## src/rtl/afifo_pkg.sv

```systemverilog
package afifo_pkg;

  localparam logic [2:0] FMT_L16  = 3'd0;
  localparam logic [2:0] FMT_L20  = 3'd1;
  localparam logic [2:0] FMT_L24  = 3'd2;
  localparam logic [2:0] FMT_FULL = 3'd3;
  localparam logic [2:0] FMT_PAIR = 3'd7;

  // Per-cycle commands from control to datapath
  typedef struct packed {
    logic txPush;
    logic txPop;
    logic txFlush;
    logic rxPush;
    logic rxStage;
    logic rxPop;
    logic rxFlush;
  } fifoStrobes_t;

  // Attention code to slot count: 0->1, 1->4, 2->8, 3->12
  function automatic int attnSlots(input logic [1:0] lvl);
    return (lvl == 2'd0) ? 1 : 4 * int'(lvl);
  endfunction

  // Number of sample bits kept for an LSB-aligned format
  function automatic int keepBits(input logic [2:0] fmt, input int wordW);
    case (fmt)
      FMT_L16: return 16;
      FMT_L20: return 20;
      FMT_L24: return 24;
      default: return wordW;
    endcase
  endfunction

endpackage

```

## src/rtl/afifo_ring.sv

```systemverilog
module afifo_ring #(
  parameter int DEPTH  = 16,
  parameter int WORD_W = 32,
  parameter int CNT_W  = 6
) (
  input  logic              clk,
  input  logic              rstN,
  input  logic              push,
  input  logic              pop,
  input  logic              flush,
  input  logic [WORD_W-1:0] wrData,
  output logic [WORD_W-1:0] rdData,
  output logic [CNT_W-1:0]  used
);

  localparam int PTR_W = $clog2(DEPTH);
  localparam logic [PTR_W-1:0] LAST = PTR_W'(DEPTH - 1);

  logic [WORD_W-1:0] mem [DEPTH];
  logic [PTR_W-1:0]  wrPtr, rdPtr;

  always_ff @(posedge clk or negedge rstN) begin
    if (!rstN) begin
      wrPtr <= '0;
      rdPtr <= '0;
      used  <= '0;
    end else if (flush) begin
      wrPtr <= '0;
      rdPtr <= '0;
      used  <= '0;
    end else begin
      if (push) wrPtr <= (wrPtr == LAST) ? '0 : wrPtr + 1'b1;
      if (pop)  rdPtr <= (rdPtr == LAST) ? '0 : rdPtr + 1'b1;
      used <= used + {{(CNT_W-1){1'b0}}, push} - {{(CNT_W-1){1'b0}}, pop};
    end
  end

  always_ff @(posedge clk) begin
    if (push && !flush) mem[wrPtr] <= wrData;
  end

  assign rdData = mem[rdPtr];

endmodule

```

## src/rtl/afifo_datapath.sv

```systemverilog
module afifo_datapath import afifo_pkg::*; #(
  parameter int DEPTH  = 16,
  parameter int WORD_W = 32,
  parameter int CNT_W  = 6
) (
  input  logic              clk,
  input  logic              rstN,
  input  fifoStrobes_t      strb,
  input  logic [2:0]        fmtSel,
  input  logic              txHalf,
  input  logic [WORD_W-1:0] busWrData,
  input  logic [WORD_W-1:0] engRxSample,
  output logic [CNT_W-1:0]  txUsed,
  output logic [CNT_W-1:0]  rxUsed,
  output logic [WORD_W-1:0] engTxSample,
  output logic [WORD_W-1:0] busRdData
);

  localparam int HALF_W = WORD_W / 2;

  logic [WORD_W-1:0] keepMask;
  logic [WORD_W-1:0] txHead, rxHead, rxWord;
  logic [HALF_W-1:0] leftHold;
  logic              paired;

  assign paired = (fmtSel == FMT_PAIR);

  always_comb begin
    for (int i = 0; i < WORD_W; i++) keepMask[i] = (i < keepBits(fmtSel, WORD_W));
  end

  // Left half of a paired receive word waits here for its partner
  always_ff @(posedge clk or negedge rstN) begin
    if (!rstN)             leftHold <= '0;
    else if (strb.rxFlush) leftHold <= '0;
    else if (strb.rxStage) leftHold <= engRxSample[HALF_W-1:0];
  end

  assign rxWord = paired ? {engRxSample[HALF_W-1:0], leftHold}
                         : (engRxSample & keepMask);

  afifo_ring #(.DEPTH(DEPTH), .WORD_W(WORD_W), .CNT_W(CNT_W)) uTxRing (
    .clk(clk), .rstN(rstN),
    .push(strb.txPush), .pop(strb.txPop), .flush(strb.txFlush),
    .wrData(busWrData), .rdData(txHead), .used(txUsed)
  );

  afifo_ring #(.DEPTH(DEPTH), .WORD_W(WORD_W), .CNT_W(CNT_W)) uRxRing (
    .clk(clk), .rstN(rstN),
    .push(strb.rxPush), .pop(strb.rxPop), .flush(strb.rxFlush),
    .wrData(rxWord), .rdData(rxHead), .used(rxUsed)
  );

  always_comb begin
    if (txUsed == '0)
      engTxSample = '0;
    else if (paired)
      engTxSample = {{(WORD_W-HALF_W){1'b0}},
                     txHalf ? txHead[WORD_W-1:HALF_W] : txHead[HALF_W-1:0]};
    else
      engTxSample = txHead & keepMask;
  end

  assign busRdData = (rxUsed == '0) ? '0 : rxHead;

endmodule

```

## src/rtl/afifo_ctrl.sv

```systemverilog
module afifo_ctrl import afifo_pkg::*; #(
  parameter int DEPTH = 16,
  parameter int CNT_W = 6
) (
  input  logic             clk,
  input  logic             rstN,
  input  logic [2:0]       fmtSel,
  input  logic [1:0]       txLevel,
  input  logic [1:0]       rxLevel,
  input  logic             txReqEn,
  input  logic             rxReqEn,
  input  logic             txErrIntEn,
  input  logic             rxErrIntEn,
  input  logic             txClear,
  input  logic             rxClear,
  input  logic             txErrClr,
  input  logic             rxErrClr,
  input  logic             busWrValid,
  input  logic             busRdReq,
  input  logic             engTxReq,
  input  logic             engRxValid,
  input  logic [CNT_W-1:0] txUsed,
  input  logic [CNT_W-1:0] rxUsed,
  output fifoStrobes_t     strb,
  output logic             txHalf,
  output logic [CNT_W-1:0] txFree,
  output logic             txReady,
  output logic             rxReady,
  output logic             txBusy,
  output logic             rxBusy,
  output logic             txErr,
  output logic             rxErr,
  output logic             txDrq,
  output logic             rxDrq,
  output logic             txErrIrq,
  output logic             rxErrIrq
);

  localparam logic [CNT_W-1:0] FULL_CNT = CNT_W'(DEPTH);

  logic paired, txEmpty, txFull, rxEmpty, rxFull;
  logic rxHalf, txUnder, rxDone, rxOver;

  assign paired  = (fmtSel == FMT_PAIR);
  assign txEmpty = (txUsed == '0);
  assign txFull  = (txUsed == FULL_CNT);
  assign rxEmpty = (rxUsed == '0);
  assign rxFull  = (rxUsed == FULL_CNT);

  assign txUnder = engTxReq && txEmpty && !txClear;
  assign rxDone  = engRxValid && !rxClear && (!paired || rxHalf);
  assign rxOver  = rxDone && rxFull;

  always_comb begin
    strb         = '0;
    strb.txFlush = txClear;
    strb.txPush  = busWrValid && !txFull && !txClear;
    strb.txPop   = engTxReq && !txEmpty && !txClear && (!paired || txHalf);
    strb.rxFlush = rxClear;
    strb.rxStage = engRxValid && !rxClear && paired && !rxHalf;
    strb.rxPush  = rxDone && !rxFull;
    strb.rxPop   = busRdReq && !rxEmpty && !rxClear;
  end

  // Paired-mode half trackers
  always_ff @(posedge clk or negedge rstN) begin
    if (!rstN)                      txHalf <= 1'b0;
    else if (txClear)               txHalf <= 1'b0;
    else if (engTxReq && !txEmpty)  txHalf <= paired ? !txHalf : 1'b0;
  end

  always_ff @(posedge clk or negedge rstN) begin
    if (!rstN)           rxHalf <= 1'b0;
    else if (rxClear)    rxHalf <= 1'b0;
    else if (engRxValid) rxHalf <= paired ? !rxHalf : 1'b0;
  end

  // Sticky errors: a new event wins over a clear
  always_ff @(posedge clk or negedge rstN) begin
    if (!rstN) begin
      txErr <= 1'b0;
      rxErr <= 1'b0;
    end else begin
      if (txUnder)       txErr <= 1'b1;
      else if (txErrClr) txErr <= 1'b0;
      if (rxOver)        rxErr <= 1'b1;
      else if (rxErrClr) rxErr <= 1'b0;
    end
  end

  assign txFree   = FULL_CNT - txUsed;
  assign txReady  = txFree >= CNT_W'(attnSlots(txLevel));
  assign rxReady  = rxUsed >= CNT_W'(attnSlots(rxLevel));
  assign txBusy   = !txEmpty;
  assign rxBusy   = !rxEmpty;
  assign txDrq    = txReady && txReqEn;
  assign rxDrq    = rxReady && rxReqEn;
  assign txErrIrq = txErr && txErrIntEn;
  assign rxErrIrq = rxErr && rxErrIntEn;

endmodule

```

## src/rtl/audio_sample_fifo_pair.sv

```systemverilog
module audio_sample_fifo_pair import afifo_pkg::*; #(
  parameter int DEPTH  = 16,
  parameter int WORD_W = 32,
  parameter int CNT_W  = 6
) (
  input  logic              clk,
  input  logic              rstN,
  input  logic [2:0]        fmtSel,
  input  logic [1:0]        txLevel,
  input  logic [1:0]        rxLevel,
  input  logic              txReqEn,
  input  logic              rxReqEn,
  input  logic              txErrIntEn,
  input  logic              rxErrIntEn,
  input  logic              txClear,
  input  logic              rxClear,
  input  logic              txErrClr,
  input  logic              rxErrClr,
  input  logic              busWrValid,
  input  logic [WORD_W-1:0] busWrData,
  input  logic              busRdReq,
  output logic [WORD_W-1:0] busRdData,
  input  logic              engTxReq,
  output logic [WORD_W-1:0] engTxSample,
  input  logic              engRxValid,
  input  logic [WORD_W-1:0] engRxSample,
  output logic [CNT_W-1:0]  txFree,
  output logic [CNT_W-1:0]  rxFill,
  output logic              txReady,
  output logic              rxReady,
  output logic              txBusy,
  output logic              rxBusy,
  output logic              txErr,
  output logic              rxErr,
  output logic              txDrq,
  output logic              rxDrq,
  output logic              txErrIrq,
  output logic              rxErrIrq
);

  fifoStrobes_t     strb;
  logic             txHalf;
  logic [CNT_W-1:0] txUsed;

  afifo_ctrl #(.DEPTH(DEPTH), .CNT_W(CNT_W)) uCtrl (
    .clk(clk), .rstN(rstN), .fmtSel(fmtSel),
    .txLevel(txLevel), .rxLevel(rxLevel),
    .txReqEn(txReqEn), .rxReqEn(rxReqEn),
    .txErrIntEn(txErrIntEn), .rxErrIntEn(rxErrIntEn),
    .txClear(txClear), .rxClear(rxClear),
    .txErrClr(txErrClr), .rxErrClr(rxErrClr),
    .busWrValid(busWrValid), .busRdReq(busRdReq),
    .engTxReq(engTxReq), .engRxValid(engRxValid),
    .txUsed(txUsed), .rxUsed(rxFill),
    .strb(strb), .txHalf(txHalf), .txFree(txFree),
    .txReady(txReady), .rxReady(rxReady),
    .txBusy(txBusy), .rxBusy(rxBusy),
    .txErr(txErr), .rxErr(rxErr),
    .txDrq(txDrq), .rxDrq(rxDrq),
    .txErrIrq(txErrIrq), .rxErrIrq(rxErrIrq)
  );

  afifo_datapath #(.DEPTH(DEPTH), .WORD_W(WORD_W), .CNT_W(CNT_W)) uData (
    .clk(clk), .rstN(rstN), .strb(strb), .fmtSel(fmtSel), .txHalf(txHalf),
    .busWrData(busWrData), .engRxSample(engRxSample),
    .txUsed(txUsed), .rxUsed(rxFill),
    .engTxSample(engTxSample), .busRdData(busRdData)
  );

endmodule

```

## config.mk

```make
export PLATFORM = sky130hd
export DESIGN_NAME = audio_sample_fifo_pair
export DESIGN_NICKNAME = d
export VERILOG_FILES = /design/src/rtl/afifo_pkg.sv /design/src/rtl/afifo_ring.sv /design/src/rtl/afifo_datapath.sv /design/src/rtl/afifo_ctrl.sv /design/src/rtl/audio_sample_fifo_pair.sv
export SDC_FILE = /design/constraint.sdc
export NUM_CORES = 1
export LEC_CHECK = 0
export BUFFER_PORTS_ARGS = -buffer_cell sky130_fd_sc_hd__buf_2
export CAP_MARGIN = 20
export CELL_PAD_IN_SITES_DETAIL_PLACEMENT = 0
export CELL_PAD_IN_SITES_GLOBAL_PLACEMENT = 1
export CORE_MARGIN = 2
export CORE_UTILIZATION = 44
export CTS_CLUSTER_SIZE = 16
export DETAILED_ROUTE_END_ITERATION = 10
export GPL_TIMING_DRIVEN = 0
export HOLD_SLACK_MARGIN = 0.03
export PLACE_DENSITY_LB_ADDON = 0.1
export SLEW_MARGIN = 20
export SYNTH_ARGS = -nofsm -noshare
export SYNTH_HDL_FRONTEND = slang
export SYNTH_SLANG_ARGS = --single-unit
```

## constraint.sdc

```tcl
create_clock -name clk -period 4.9 [get_ports clk]
set_clock_uncertainty 0.15 [all_clocks]
set_input_delay 0.49 -clock clk [delete_from_list [all_inputs] [get_ports clk]]
set_output_delay 0.49 -clock clk [all_outputs]
set_load 0.01 [all_outputs]
```

# Word level (Yosys, flattened, before mapping)
# Memory sizes are Yosys's and may differ from the RTL's.
# Cells that the tools add are included.
dict set report word_totals {
  regBits 48
  ramBits 1024
  in_bits 85
  mem_count 2
}
dict set report classes {
  n_addsub 9
  magnitude_cmp 34
  eq_ne 9
  n_mux 38
  bitwise_logic 2
  n_reduce_logical 46
}
# name depth width read_ports rd_ports_with_merged_regs wr line_no
set memory_table {}
lappend memory_table {uData.uRxRing.mem 16 32 1 0 1 afifo_ring.sv:19} ;# logic [WORD_W-1:0] mem [DEPTH];
lappend memory_table {uData.uTxRing.mem 16 32 1 0 1 afifo_ring.sv:19}
# cell n
set ops {}
lappend ops {{$mux W32} 4}
lappend ops {{$lt A5 B6 Y1 const A} 16}
lappend ops {{$and A32 B32 Y32} 2}
lappend ops {{$mux W4} 14}
lappend ops {{$lt A4 B6 Y1 const A} 8}
lappend ops {{$mux W16} 3}
lappend ops {{$lt A3 B6 Y1 const A} 4}
lappend ops {{$logic_and A1 B1 Y1} 21}
lappend ops {{$pmux W6 S3} 1}
lappend ops {{$reduce_bool A2 Y1} 9}
lappend ops {{$add A4 B1 Y4 const B} 4}
lappend ops {{$eq A4 B4 Y1 const B} 4}
lappend ops {{$mux W1} 14}
lappend ops {{$add A6 B1 Y6} 2}
lappend ops {{$eq A6 B5 Y1 const B} 2}
lappend ops {{$ge A6 B6 Y1} 2}
lappend ops {{$logic_not A6 Y1} 2}
lappend ops {{$lt A1 B6 Y1 const A} 2}
lappend ops {{$lt A2 B6 Y1 const A} 2}
lappend ops {{$mux W6} 2}
lappend ops {{$sub A6 B1 Y6} 2}
lappend ops {{$logic_not A1 Y1} 9}
lappend ops {{$sub A5 B6 Y6 const A} 1}
lappend ops {{$logic_not A2 Y1} 2}
lappend ops {{5 further kinds} 6}

# Depth between registers and ports, before layout
# Gate-level depths: netlist of run 1.
dict set report depth {
  ltp_word 8
  depth_mapped 15
  ltp_nobuf 14
}

# Modules after synthesis
# From an unflattened synthesis of run 1, not the netlist that was laid out.
dict set report hier_totals {
  cells_unflattened 2425
  hier_area_um2 43558.0
}
# module instances cells_per_inst area_each_um2 seq_area_each_um2
set by_module_without_submodules {}
lappend by_module_without_submodules {{afifo_ring (uData.uRxRing)} 1 1038 20544.7 15725.1}
lappend by_module_without_submodules {{afifo_ring (uData.uTxRing)} 1 1038 20537.2 15725.1}
lappend by_module_without_submodules {afifo_datapath 1 278 1915.6 400.4}
lappend by_module_without_submodules {afifo_ctrl 1 71 560.5 100.1}

# Least setup slack after synthesis of run 1
# OpenSTA, ideal clock, no wires.
dict set report synth_path {
  path_type {flip-flop to flip-flop}
  start {register uData.uTxRing.used[0]}
  end {memory uData.uTxRing.mem[1][0], enable pin}
  setup_ns 0.461
  arrival_time_ns 3.339
  t_required_ns 4.289
  slack_ns 0.950
  path_stages_with_launch 7
  path_buffers 0
  synth_period_minus_slack_ns 3.950
  cell_sequence {dfrtp_1 > inv_1 > ha_1 > nand3_1 > and3_1 > nand2_1 > nor3_1}
}
dict set report synth_between {
  elab_chain_cells 7
}
# item line_no
set synth_rtl {}
lappend synth_rtl {{from (decl)} afifo_ring.sv:13} ;# output logic [CNT_W-1:0] used
lappend synth_rtl {{from (signal assigned)} afifo_ring.sv:34} ;# used <= used + {{(CNT_W-1){1'b0}}, push} - {{(CNT_W-1){1'b0}}, pop};
lappend synth_rtl {{$eq A6 B5 Y1} afifo_ctrl.sv:46} ;# assign txFull = (txUsed == FULL_CNT);
lappend synth_rtl {{$logic_not A1 Y1} afifo_ctrl.sv:57} ;# strb.txPush = busWrValid && !txFull && !txClear;
lappend synth_rtl {{$logic_and A1 B1 Y1 (2 in series)} afifo_ctrl.sv:57}
lappend synth_rtl {{$logic_and A1 B1 Y1} afifo_ring.sv:39} ;# if (push && !flush) mem[wrPtr] <= wrData;
lappend synth_rtl {{$mux W1} afifo_ring.sv:39}
lappend synth_rtl {{$mux W1 (implied by the code)} afifo_ring.sv:39}
lappend synth_rtl {{to (decl)} afifo_ring.sv:19}
# Every way passes these cells.

# Worst setup path in the final report of run 1
dict set report layout_path {
  start {register uData.uTxRing.rdPtr[3]}
  end {output port engTxSample[14]}
}
dict set report layout_between {
  elab_chain_cells 4
  word_cells_on_any_way 5
}
# item line_no
set layout_rtl {}
lappend layout_rtl {{from (decl)} afifo_ring.sv:20} ;# logic [PTR_W-1:0] wrPtr, rdPtr;
lappend layout_rtl {{from (signal assigned)} afifo_ring.sv:33} ;# if (pop) rdPtr <= (rdPtr == LAST) ? '0 : rdPtr + 1'b1;
lappend layout_rtl {{$mem_v2 Z16 W32 (*)} n/a}
lappend layout_rtl {{$and A32 B32 Y32 or $mux W16 (tied branches)} {afifo_datapath.sv:61, afifo_datapath.sv:59}}
lappend layout_rtl {{$mux W32 (*)} afifo_datapath.sv:57} ;# else if (paired)
lappend layout_rtl {{$mux W32 (*)} afifo_datapath.sv:55} ;# if (txUsed == '0)
lappend layout_rtl {{to (decl)} audio_sample_fifo_pair.sv:24} ;# output logic [WORD_W-1:0] engTxSample,
# Every way passes the cells marked *; elsewhere a longest branch is shown, timed or not.

==> results of run 1 <==
-- metrics by stage --
stage | utilization | power (mW) | area (µm²) | std cells
floorplan | - | 12.98 | 42530 | 2034
detailed placement | 0.4755 | 14.56 | 45780 | 3522
CTS | 0.5170 | 22.62 | 49770 | 3781
global placement | 0.4670 | 14.49 | 44970 | 3478
finish | 0.5173 | 22.42 | 49810 | 3789
global route | 0.5172 | 23.23 | 49800 | 3785
-- routing by layer --
layer / vias to the layer above / share of wire
met4: 10 / 0.027
li1: 9209 / -
met2: 678 / 0.51
met5: - / 0.00051
met1: 11570 / 0.41
met3: 183 / 0.060
-- sequential cells by signal, indices dropped and copies added, names as in the netlist --
name,flops
uCtrl.rxErr,1
uCtrl.rxHalf,1
uCtrl.txErr,1
uCtrl.txHalf,1
uData.leftHold,16
uData.uRxRing.mem,512
uData.uRxRing.rdPtr,4
uData.uRxRing.used,6
uData.uRxRing.wrPtr,4
uData.uTxRing.mem,512
uData.uTxRing.rdPtr,4
uData.uTxRing.used,6
uData.uTxRing.wrPtr,4
-- report_power, final --
| group | switching, mW | internal, mW | total (mW) |
|---|---|---|---|
| Clock | 3.45 | 4.63 | 8.08 |
| Combinational | 2.30 | 1.72 | 4.02 |
| Sequential | 0.0802 | 10.2 | 10.3 |
-- repair_timing --
| action | CTS | global route |
|---|---|---|
| hold endpoints to repair | 553 | 0 |
| endpoints found under the setup margin | 1 | 1 |
| resized for setup | 1 | 1 |
| hold buffers | 54 | 0 |
-- cell type report --
| type | instances | area, µm² |
|---|---|---|
| Fill cell | 7747 | 46470 |
| Sequential cell | 1072 | 31950 |
| Multi-Input combinational cell | 808 | 10040 |
| Clock buffer | 134 | 2884 |
| Timing Repair Buffer | 267 | 2034 |
| Tap cell | 1276 | 1597 |
| Buffer | 112 | 565.5 |
| Clock inverter | 71 | 563.0 |
| Inverter | 42 | 157.7 |
| Antenna cell | 7 | 17.52 |
-- Yosys cell counts, types with 10 or more instances --
cell type / count / share of area
sky130_fd_sc_hd__inv_1: 40 / 0.0035
sky130_fd_sc_hd__buf_6: 10 / 0.0026
sky130_fd_sc_hd__mux2_2: 24 / 0.0064
sky130_fd_sc_hd__o21ai_0: 37 / 0.0044
sky130_fd_sc_hd__dfrtp_1: 48 / 0.028
sky130_fd_sc_hd__and2_1: 50 / 0.0074
sky130_fd_sc_hd__a22o_1: 20 / 0.0041
sky130_fd_sc_hd__ha_1: 37 / 0.011
sky130_fd_sc_hd__nor2_1: 52 / 0.0046
sky130_fd_sc_hd__nand2b_1: 19 / 0.0028
sky130_fd_sc_hd__mux2i_1: 32 / 0.0075
sky130_fd_sc_hd__a211oi_1: 15 / 0.0026
sky130_fd_sc_hd__xnor2_1: 10 / 0.0021
sky130_fd_sc_hd__edfxtp_1: 1024 / 0.72
sky130_fd_sc_hd__a21oi_1: 25 / 0.0029
sky130_fd_sc_hd__mux4_2: 272 / 0.14
sky130_fd_sc_hd__nand3_1: 15 / 0.0018
sky130_fd_sc_hd__a221oi_1: 32 / 0.0066
sky130_fd_sc_hd__buf_2: 21 / 0.0025
sky130_fd_sc_hd__clkbuf_1: 62 / 0.0055
sky130_fd_sc_hd__nor2b_1: 12 / 0.0018
sky130_fd_sc_hd__o22ai_1: 21 / 0.0031
sky130_fd_sc_hd__buf_4: 11 / 0.0019
sky130_fd_sc_hd__nand2_1: 57 / 0.0050
sky130_fd_sc_hd__a22oi_1: 16 / 0.0028
-- worst min-delay path by stage --
stage	start	endpoint	slack, ps	depth (start not counted)
2_1_floorplan	rstN	uCtrl.rxErr$_DFFE_PN0P_	40	0
3_3_place_gp	uData.leftHold[15]$_DFFE_PN0P_	uData.leftHold[15]$_DFFE_PN0P_	380	2
3_5_place_dp	uData.leftHold[15]$_DFFE_PN0P_	uData.leftHold[15]$_DFFE_PN0P_	380	2
4_1_cts	busWrData[13]	uData.uTxRing.mem[1][13]$_DFFE_PP_	30	1
5_1_grt	busWrData[13]	uData.uTxRing.mem[4][13]$_DFFE_PP_	40	1
6_report	busWrData[13]	uData.uTxRing.mem[12][13]$_DFFE_PP_	70	1
-- cell families after synthesis --
kind of cell | count (synthesis) | synth area share
buffers and inverters | 154 | 0.01695
AOI/OAI and AO/OA | 187 | 0.03045
muxes | 328 | 0.1579
xor gates and xnor gates | 15 | 0.003089
adders and majority gates | 39 | 0.01183
and+or+nand+nor | 239 | 0.02848
DFF | 1072 | 0.7513
-- worst max-delay path: cells and delay by family (launching register included) --
family          cells  cell delay [ps]
flops               1              360
buf+inv             4             1760
simple gates        1              490
compound gates      2              870
==> results_tabular.tex, run 1 <==
\begin{tabular}{lr}
\hline
Metric & Value \\
\hline
\multicolumn{2}{l}{\textbf{Run status}} \\
\quad Result of the run & finished, final reports clean \\
\multicolumn{2}{l}{\textbf{Global routing}} \\
\quad Aggregate global routing overflow & 0 \\
\quad Met2 Resource Use GR & 0.3902 \\
\quad Wire length of the first global-routing pass & 160000 µm \\
\quad Met1 Use GR & 0.2986 \\
\quad Antenna violations before repair & 12 \\
\quad Largest net degree at the start of global routing & between 40 and 50 \\
\quad Gr usage total & 0.2291 \\
\quad Global Route met3 Usage & 0.04914 \\
\quad Global route hottest layer & met2 \\
\quad Via count of the first global-routing pass & between 20000 and 25000 \\
\multicolumn{2}{l}{\textbf{Cells and area}} \\
\quad Fraction of layout instances using a drive strength above 1 & 0.2965 \\
\quad Final net count & about 2500 \\
\quad Most common cell after layout, fill and taps aside & sky130\_fd\_sc\_hd\_\_edfxtp\_1 \\
\quad Commonest cells after routing, fill and taps aside & sky130\_fd\_sc\_hd\_\_edfxtp\_1, sky130\_fd\_sc\_hd\_\_mux4\_2, sky130\_fd\_sc\_hd\_\_buf\_2 \\
\quad Area growth from synthesis to layout & 17.12\% \\
\multicolumn{2}{l}{\textbf{STA}} \\
\quad Final setup violation count & 0 \\
\quad Setup slack after layout & 86.96 ps \\
\quad Highest attainable clock frequency & approximately 210 MHz \\
\quad Measured slew at the worst slew-check pin & around 1100 ps \\
\quad Post-layout min period & 4813 ps \\
\quad Final Cycle Share & 0.9823 \\
\quad Max-slew headroom & 0.2471 \\
\quad Hold\_ws & just over 70 ps \\
\quad Setup TNS & 0 ps \\
\quad Unrepaired setup endpoints after global routing & no \\
\quad Number of hold violations in the final report & 0 \\
\quad Max Slew Vio Count & 0 \\
\multicolumn{2}{l}{\textbf{Yosys}} \\
\quad Main flop type after synthesis & sky130\_fd\_sc\_hd\_\_edfxtp\_1 \\
\quad \#FFs+latches synth & about 1100 \\
\quad Netlist cell types & approximately 50 \\
\quad Nets in the synthesized netlist & 2158 \\
\quad Cell count after synthesis & roughly 2000 \\
\quad Synth Area per Inst & $\sim$21 µm² \\
\quad EDFF count, synth & between 1000 and 1500 \\
\quad Ys Warns & 0 \\
\quad Share of synthesized area occupied by flip-flops and latches & 0.7513 \\
\quad Cell area after synthesis & roughly 0.043 mm² \\
\quad Share of flip-flops with an asynchronous set or reset & 0.04478 \\
\multicolumn{2}{l}{\textbf{Worst setup path}} \\
\quad Worst R2R Setup Slack & $\sim$480 ps \\
\quad Launching element of the worst setup path & uData.uTxRing.rdPtr[3]\$\_DFFE\_PN0P\_ \\
\quad Startpoint type of the worst setup path & flop \\
\quad Worst path arrival time & 4170 ps \\
\quad Worst-path cell with the longest stage delay & sky130\_fd\_sc\_hd\_\_clkbuf\_1 \\
\quad Maximum fanout encountered on the critical timing path & 10 \\
\quad Number of cells on the worst reg-to-reg path & 15 \\
\quad FF-to-FF End & uData.uTxRing.used[4]\$\_DFF\_PN0\_ \\
\quad Crit-path cells & clkbuf\_1, nor2b\_1, clkbuf\_1, clkbuf\_1, a22oi\_1, a221oi\_1, buf\_2 \\
\quad CP most frequent cell & sky130\_fd\_sc\_hd\_\_clkbuf\_1 \\
\quad Largest stage delay on the critical path & between 600 and 700 ps \\
\quad Worst flop-to-flop path startpoint & uData.uTxRing.used[1]\$\_DFF\_PN0\_ \\
\quad Required time of the worst setup path & $\sim$4300 ps \\
\quad Critical path capture point & engTxSample[14] \\
\quad Nature of the critical path endpoint & output pin \\
\quad Critical setup path kind & flop to output pin \\
\multicolumn{2}{l}{\textbf{Run}} \\
\quad Number of violations of the max-capacitance limit & 0 \\
\multicolumn{2}{l}{\textbf{Routing}} \\
\quad Routed wire length per instance & between 20 and 30 µm \\
\quad Number of vias per cell after detailed routing & between 5 and 6 \\
\quad Remaining design rule violation count & 0 \\
\quad Total length of routed wires & approximately 110000 µm \\
\quad Drt initial violations & 1982 \\
\quad Overall via count from detail\_route & approximately 22000 \\
\quad First-pass iteration count of the detailed router & 6 \\
\quad Antenna viol nets, final & 0 \\
\multicolumn{2}{l}{\textbf{Floorplan}} \\
\quad Total Die Area & 0.09916 mm² \\
\quad Vertical die dimension & around 310 µm \\
\quad Horizontal die dimension & $\sim$310 µm \\
\quad Core ar. & roughly 0.096 mm² \\
\quad Number of rows in the core area & roughly 110 \\
\quad Starting utilization of the core area & 0.4417 \\
\quad Top-level I/O count & approximately 170 \\
\multicolumn{2}{l}{\textbf{Hold path}} \\
\quad Path class of the lowest-slack min-delay path & primary input to flop \\
\multicolumn{2}{l}{\textbf{CTS}} \\
\quad Deepest clock path buffer count & 3 \\
\quad Total clock sinks & $\sim$1100 \\
\quad Total clock buffers created by CTS & 109 \\
\quad Count of H-tree levels built during CTS & 3 \\
\quad Clock root buffer master & sky130\_fd\_sc\_hd\_\_clkbuf\_16 \\
\quad TritonCTS clock tree & done \\
\quad Number of setup buffers added after CTS & 0 \\
\quad Clock latency at the later pin of the worst-skew pair & 680 ps \\
\quad Clock slew seen by the registers of the worst setup and hold paths & 60 ps \\
\multicolumn{2}{l}{\textbf{Placed design}} \\
\quad Minimum setup slack after placement & approximately 440 ps \\
\quad Placed wire-length estimate & between 70000 and 80000 µm \\
\quad Final weighted congestion of routability-driven global placement & approximately 0.78 \\
\quad Count of buffers inserted at the top-level ports & around 170 \\
\multicolumn{2}{l}{\textbf{Pwr}} \\
\quad Power per unit of standard cell area & 450.1 mW/mm² \\
\quad Static Leak & $\sim$16 nW \\
\quad Maximum resistive drop on vdd & between 0.3 and 0.4 mV \\
\hline
\end{tabular}
Note: power is estimated with default switching activity, not from simulation.
==> run 2, diff against run 1 <==
--- a/config.mk
+++ b/config.mk
@@ -5,6 +5,7 @@
 export SDC_FILE = /design/constraint.sdc
 export NUM_CORES = 1
 export LEC_CHECK = 0
+export ABC_AREA = 1
 export BUFFER_PORTS_ARGS = -buffer_cell sky130_fd_sc_hd__buf_2
 export CAP_MARGIN = 20
 export CELL_PAD_IN_SITES_DETAIL_PLACEMENT = 0
==> run 2 against run 1 <==
Compared with the run above: critical endpoint is now busRdData[2]; area after synthesis is 7.2% higher; synthesized cell count rose by 100%; sequential share of layout area fell by 4.4 points; global-route usage is 2.5 points higher; critical path type unchanged; first-iteration DRC count rose by 33%; utilization grew 0.11 points.
==> results_tabular.tex, run 2 <==
\begin{tabular}{lr}
\hline
Metric & Value \\
\hline
\multicolumn{2}{l}{\textbf{Run status}} \\
\quad Result of the run & finished, final reports clean \\
\multicolumn{2}{l}{\textbf{Routing}} \\
\quad First-pass iteration count of the detailed router & 5 (-1) \\
\quad Drt initial violations & 2634 (+33\%) \\
\quad Overall via count from detail\_route & 30480 (+41\%) \\
\quad Total length of routed wires & 135100 µm (+20\%) \\
\quad Routed wire length per instance & 22.64 µm (-23\%) \\
\quad Number of vias per cell after detailed routing & 5.108 (-11\%) \\
\quad Antenna viol nets, final & 0 (unchanged) \\
\quad Remaining design rule violation count & 0 (unchanged) \\
\multicolumn{2}{l}{\textbf{CTS}} \\
\quad Clock slew seen by the registers of the worst setup and hold paths & 60 ps (about the same) \\
\quad Total clock sinks & 1072 (unchanged) \\
\quad Total clock buffers created by CTS & 112 (+2.8\%) \\
\quad Deepest clock path buffer count & 3 (unchanged) \\
\quad Clock root buffer master & sky130\_fd\_sc\_hd\_\_clkbuf\_16 \\
\quad Count of H-tree levels built during CTS & 3 (unchanged) \\
\quad Clock latency at the later pin of the worst-skew pair & 700 ps (+20 ps) \\
\quad Number of setup buffers added after CTS & 0 (unchanged) \\
\quad TritonCTS clock tree & done \\
\multicolumn{2}{l}{\textbf{Floorplan}} \\
\quad Vertical die dimension & 325.9 µm (+3.5\%) \\
\quad Core ar. & 0.1032 mm² (+7.2\%) \\
\quad Number of rows in the core area & 118 (+3.5\%) \\
\quad Starting utilization of the core area & 0.4419 (about the same) \\
\quad Horizontal die dimension & 325.9 µm (+3.5\%) \\
\quad Total Die Area & 0.1062 mm² (+7.1\%) \\
\quad Top-level I/O count & 171 (unchanged) \\
\multicolumn{2}{l}{\textbf{Yosys}} \\
\quad Proportion of synthesized area in mux cells & 0.007024 (-0.1509) \\
\quad Dominant cells by area after synthesis & sky130\_fd\_sc\_hd\_\_edfxtp\_1, sky130\_fd\_sc\_hd\_\_nand2\_1, sky130\_fd\_sc\_hd\_\_nand3\_1, sky130\_fd\_sc\_hd\_\_inv\_1, sky130\_fd\_sc\_hd\_\_dfrtp\_1 \\
\quad Main flop type after synthesis & sky130\_fd\_sc\_hd\_\_edfxtp\_1 \\
\quad Synthesized-area fraction occupied by ao, oa, aoi and oai cells & 0.05641 (+0.02596) \\
\quad Synth Area per Inst & 11.13 µm² (-47\%) \\
\quad Cell area after synthesis & 0.04560 mm² (+7.2\%) \\
\quad Share of synthesized area occupied by flip-flops and latches & 0.7007 (-0.05063) \\
\quad Area share of and/or/nand/nor cells after synthesis & 0.1615 (+0.1330) \\
\quad Synthesized-area fraction occupied by adder cells & 0.01103 (-0.0007970) \\
\quad Nets in the synthesized netlist & 4220 (+96\%) \\
\quad \#FFs+latches synth & 1072 (unchanged) \\
\quad Top post-synthesis cells by count & sky130\_fd\_sc\_hd\_\_nand2\_1, sky130\_fd\_sc\_hd\_\_edfxtp\_1, sky130\_fd\_sc\_hd\_\_inv\_1 \\
\quad Ys Warns & 0 (unchanged) \\
\quad EDFF count, synth & 1024 (unchanged) \\
\quad Yosys top cell area share & 0.6743 (-0.04872) \\
\quad Largest family of logic cells by synthesized area & simple AND/OR/NAND/NOR gates \\
\quad Netlist cell types & 40 (-22\%) \\
\quad Share of flip-flops with an asynchronous set or reset & 0.04478 (unchanged) \\
\quad Cell with the most instances after synthesis & sky130\_fd\_sc\_hd\_\_nand2\_1 \\
\quad Cell count after synthesis & 4096 (+100\%) \\
\quad Xor/xnor share of the synthesized area & 0.001537 (-0.001553) \\
\quad Dominant cell type by area after synthesis & sky130\_fd\_sc\_hd\_\_edfxtp\_1 \\
\multicolumn{2}{l}{\textbf{Global routing}} \\
\quad Wire length of the first global-routing pass & 197600 µm (+24\%) \\
\quad Gr usage total & 0.2538 (+0.02475) \\
\quad Aggregate global routing overflow & 0 (unchanged) \\
\quad Via count of the first global-routing pass & 29840 (+32\%) \\
\quad Antenna violations before repair & 2 (-10) \\
\quad Largest net degree at the start of global routing & 49 (unchanged) \\
\multicolumn{2}{l}{\textbf{Pwr}} \\
\quad Static Leak & 21.23 nW (+31\%) \\
\quad Part of the total power dissipated in sequential elements & 0.428 (-0.032) \\
\quad Switching share of power & 0.3044 (+0.04468) \\
\quad Power per unit of standard cell area & 450.4 mW/mm² (about the same) \\
\quad Internal power component & 16.76 mW (+0.99\%) \\
\quad Psw & 7.335 mW (+26\%) \\
\quad Combinational share of power & 0.223 (+0.044) \\
\quad Maximum resistive drop on vdd & 0.3318 mV (+5.2\%) \\
\quad Clock share of power & 0.348 (-0.012) \\
\multicolumn{2}{l}{\textbf{Placed design}} \\
\quad Post-place instance area & 0.04948 mm² (+8.1\%) \\
\quad Count of buffers inserted at the top-level ports & 169 (+0.60\%) \\
\quad Placed wire-length estimate & 94710 µm (+33\%) \\
\quad Minimum setup slack after placement & 1332 ps (+894.6 ps) \\
\quad Placed instance count & 5717 (+62\%) \\
\quad Final weighted congestion of routability-driven global placement & 0.8641 (+11\%) \\
\multicolumn{2}{l}{\textbf{STA}} \\
\quad Unrepaired setup endpoints after global routing & no \\
\quad Max-slew headroom & 0.3554 (+0.1083) \\
\quad Max Slew Vio Count & 0 (unchanged) \\
\quad Setup slack after layout & 957.6 ps (+870.6 ps) \\
\quad Hold\_ws & 75.50 ps (+5.128 ps) \\
\quad Final Cycle Share & 0.8046 (-0.1777) \\
\quad Highest attainable clock frequency & 253.7 MHz (+22\%) \\
\quad Number of hold violations in the final report & 0 (unchanged) \\
\quad Measured slew at the worst slew-check pin & 960.5 ps (-168.9 ps) \\
\quad Final setup violation count & 0 (unchanged) \\
\quad Post-layout min period & 3942 ps (-870.6 ps) \\
\multicolumn{2}{l}{\textbf{Worst setup path}} \\
\quad Maximum fanout encountered on the critical timing path & 10 (unchanged) \\
\quad Startpoint type of the worst setup path & flop \\
\quad Worst path arrival time & 3300 ps (-870 ps) \\
\quad Nature of the critical path endpoint & output pin \\
\quad Required time of the worst setup path & 4260 ps (about the same) \\
\quad Critical setup path kind & flop to output pin \\
\multicolumn{2}{l}{\textbf{Run}} \\
\quad Number of violations of the max-capacitance limit & 0 (unchanged) \\
\multicolumn{2}{l}{\textbf{Cells and area}} \\
\quad Utilization after layout & 0.5184 (+0.001081) \\
\quad Registers with the most flip-flops & uData.uRxRing.mem (512), uData.uTxRing.mem (512), uData.leftHold (16) \\
\quad Finished Layout Cells & 5966 (+57\%) \\
\quad Area growth from synthesis to layout & 17.32\% \\
\quad Fraction of layout instances using a drive strength above 1 & 0.1306 (-0.1658) \\
\quad Commonest cells after routing, fill and taps aside & sky130\_fd\_sc\_hd\_\_nand2\_1, sky130\_fd\_sc\_hd\_\_edfxtp\_1, sky130\_fd\_sc\_hd\_\_inv\_1 \\
\quad Fin area & 0.05350 mm² (+7.4\%) \\
\quad Count of filler cells inserted in the layout & 9214 (+19\%) \\
\quad Most common cell after layout, fill and taps aside & sky130\_fd\_sc\_hd\_\_nand2\_1 \\
\quad Final net count & 4615 (+82\%) \\
\multicolumn{2}{l}{\textbf{Hold path}} \\
\quad Path class of the lowest-slack min-delay path & primary input to flop \\
\hline
\end{tabular}
## run 2: final cells by class
| type | count | area (µm²) | area share |
|---|---|---|---|
| antenna | 1 | 2.502 | 0.00004677 |
| buffer | 213 | 1274 | 0.02381 |
| clock buffer | 153 | 3129 | 0.05849 |
| clock inverter | 55 | 485.5 | 0.009074 |
| inverter | 410 | 1546 | 0.02891 |
| multi-input combinational | 2401 | 11090 | 0.2074 |
| sequential | 1072 | 31950 | 0.5972 |
| tap | 1380 | 1727 | 0.03227 |
| timing repair buffer | 281 | 2291 | 0.04282 |
## run 2: routing by layer
layer / track usage / wire length, µm / vias up
li1: - / - / 14680
met1: 0.3296 / 56900 / 14790
met2: 0.4462 / 68070 / 789
met3: 0.03020 / 5966 / 216
met4: 0.07704 / 4153 / 0
met5: 0 / 0 / -
## run 2: worst max-delay path: stages, from the launching register on
cell and delay [ps]:
sky130_fd_sc_hd__dfrtp_1 380, sky130_fd_sc_hd__inv_1 80, sky130_fd_sc_hd__ha_1 240, sky130_fd_sc_hd__nand4_1 540
sky130_fd_sc_hd__clkbuf_1 600, sky130_fd_sc_hd__nand2_1 170, sky130_fd_sc_hd__nor2_1 380, sky130_fd_sc_hd__buf_2 210
## run 2: per-stage QoR
step / power, mW / TNS, ps
2_1_floorplan: 13.60 / 0
3_3_place_gp: 15.83 / -352430
3_5_place_dp: 15.90 / 0
4_1_cts: 24.28 / 0
5_1_grt: 25.08 / 0
6_report: 24.09 / 0
## run 2: kinds of logic after synthesis
logic type / Yosys count
AND/OR/NAND/NOR: 1834
XOR/XNOR: 8
adder cells (fa/ha/maj): 39
AO/OA/AOI/OAI: 488
flip-flops: 1072
buffers and inverters: 623
multiplexers: 32
## run 2: worst paths after layout
path                       cells after the start                                 end                       startpoint  slack, ps
max in group asynchronous                      2  uData.uTxRing.rdPtr[3]$_DFFE_PN0P_                             rstN       3780
setup / recovery                               7                        busRdData[2]  uData.uRxRing.used[4]$_DFF_PN0_        960
hold reg to reg                                2      uData.leftHold[12]$_DFFE_PN0P_   uData.leftHold[12]$_DFFE_PN0P_        370
hold / removal                                 1  uData.uTxRing.mem[2][18]$_DFFE_PP_                    busWrData[18]         80
setup reg to reg                              14     uData.uRxRing.used[4]$_DFF_PN0_  uData.uRxRing.used[4]$_DFF_PN0_       1260
min in group asynchronous                      2     uData.uRxRing.used[0]$_DFF_PN0_                             rstN        280
## run 2: what timing repair did
item	CTS	global route
hold buffers	40	0
endpoints found under the hold margin	257	0
resized for setup	0	0
## run 2: power by group through the flow
stage | Combinational, mW | Clock [mW] | Sequential [mW]
global route | 5.90 | 8.85 | 10.3
CTS | 5.43 | 8.52 | 10.3
global placement | 5.29 | 0 | 10.5
finish | 5.38 | 8.39 | 10.3
detailed placement | 5.38 | 0 | 10.5
floorplan | 3.09 | 0 | 10.5
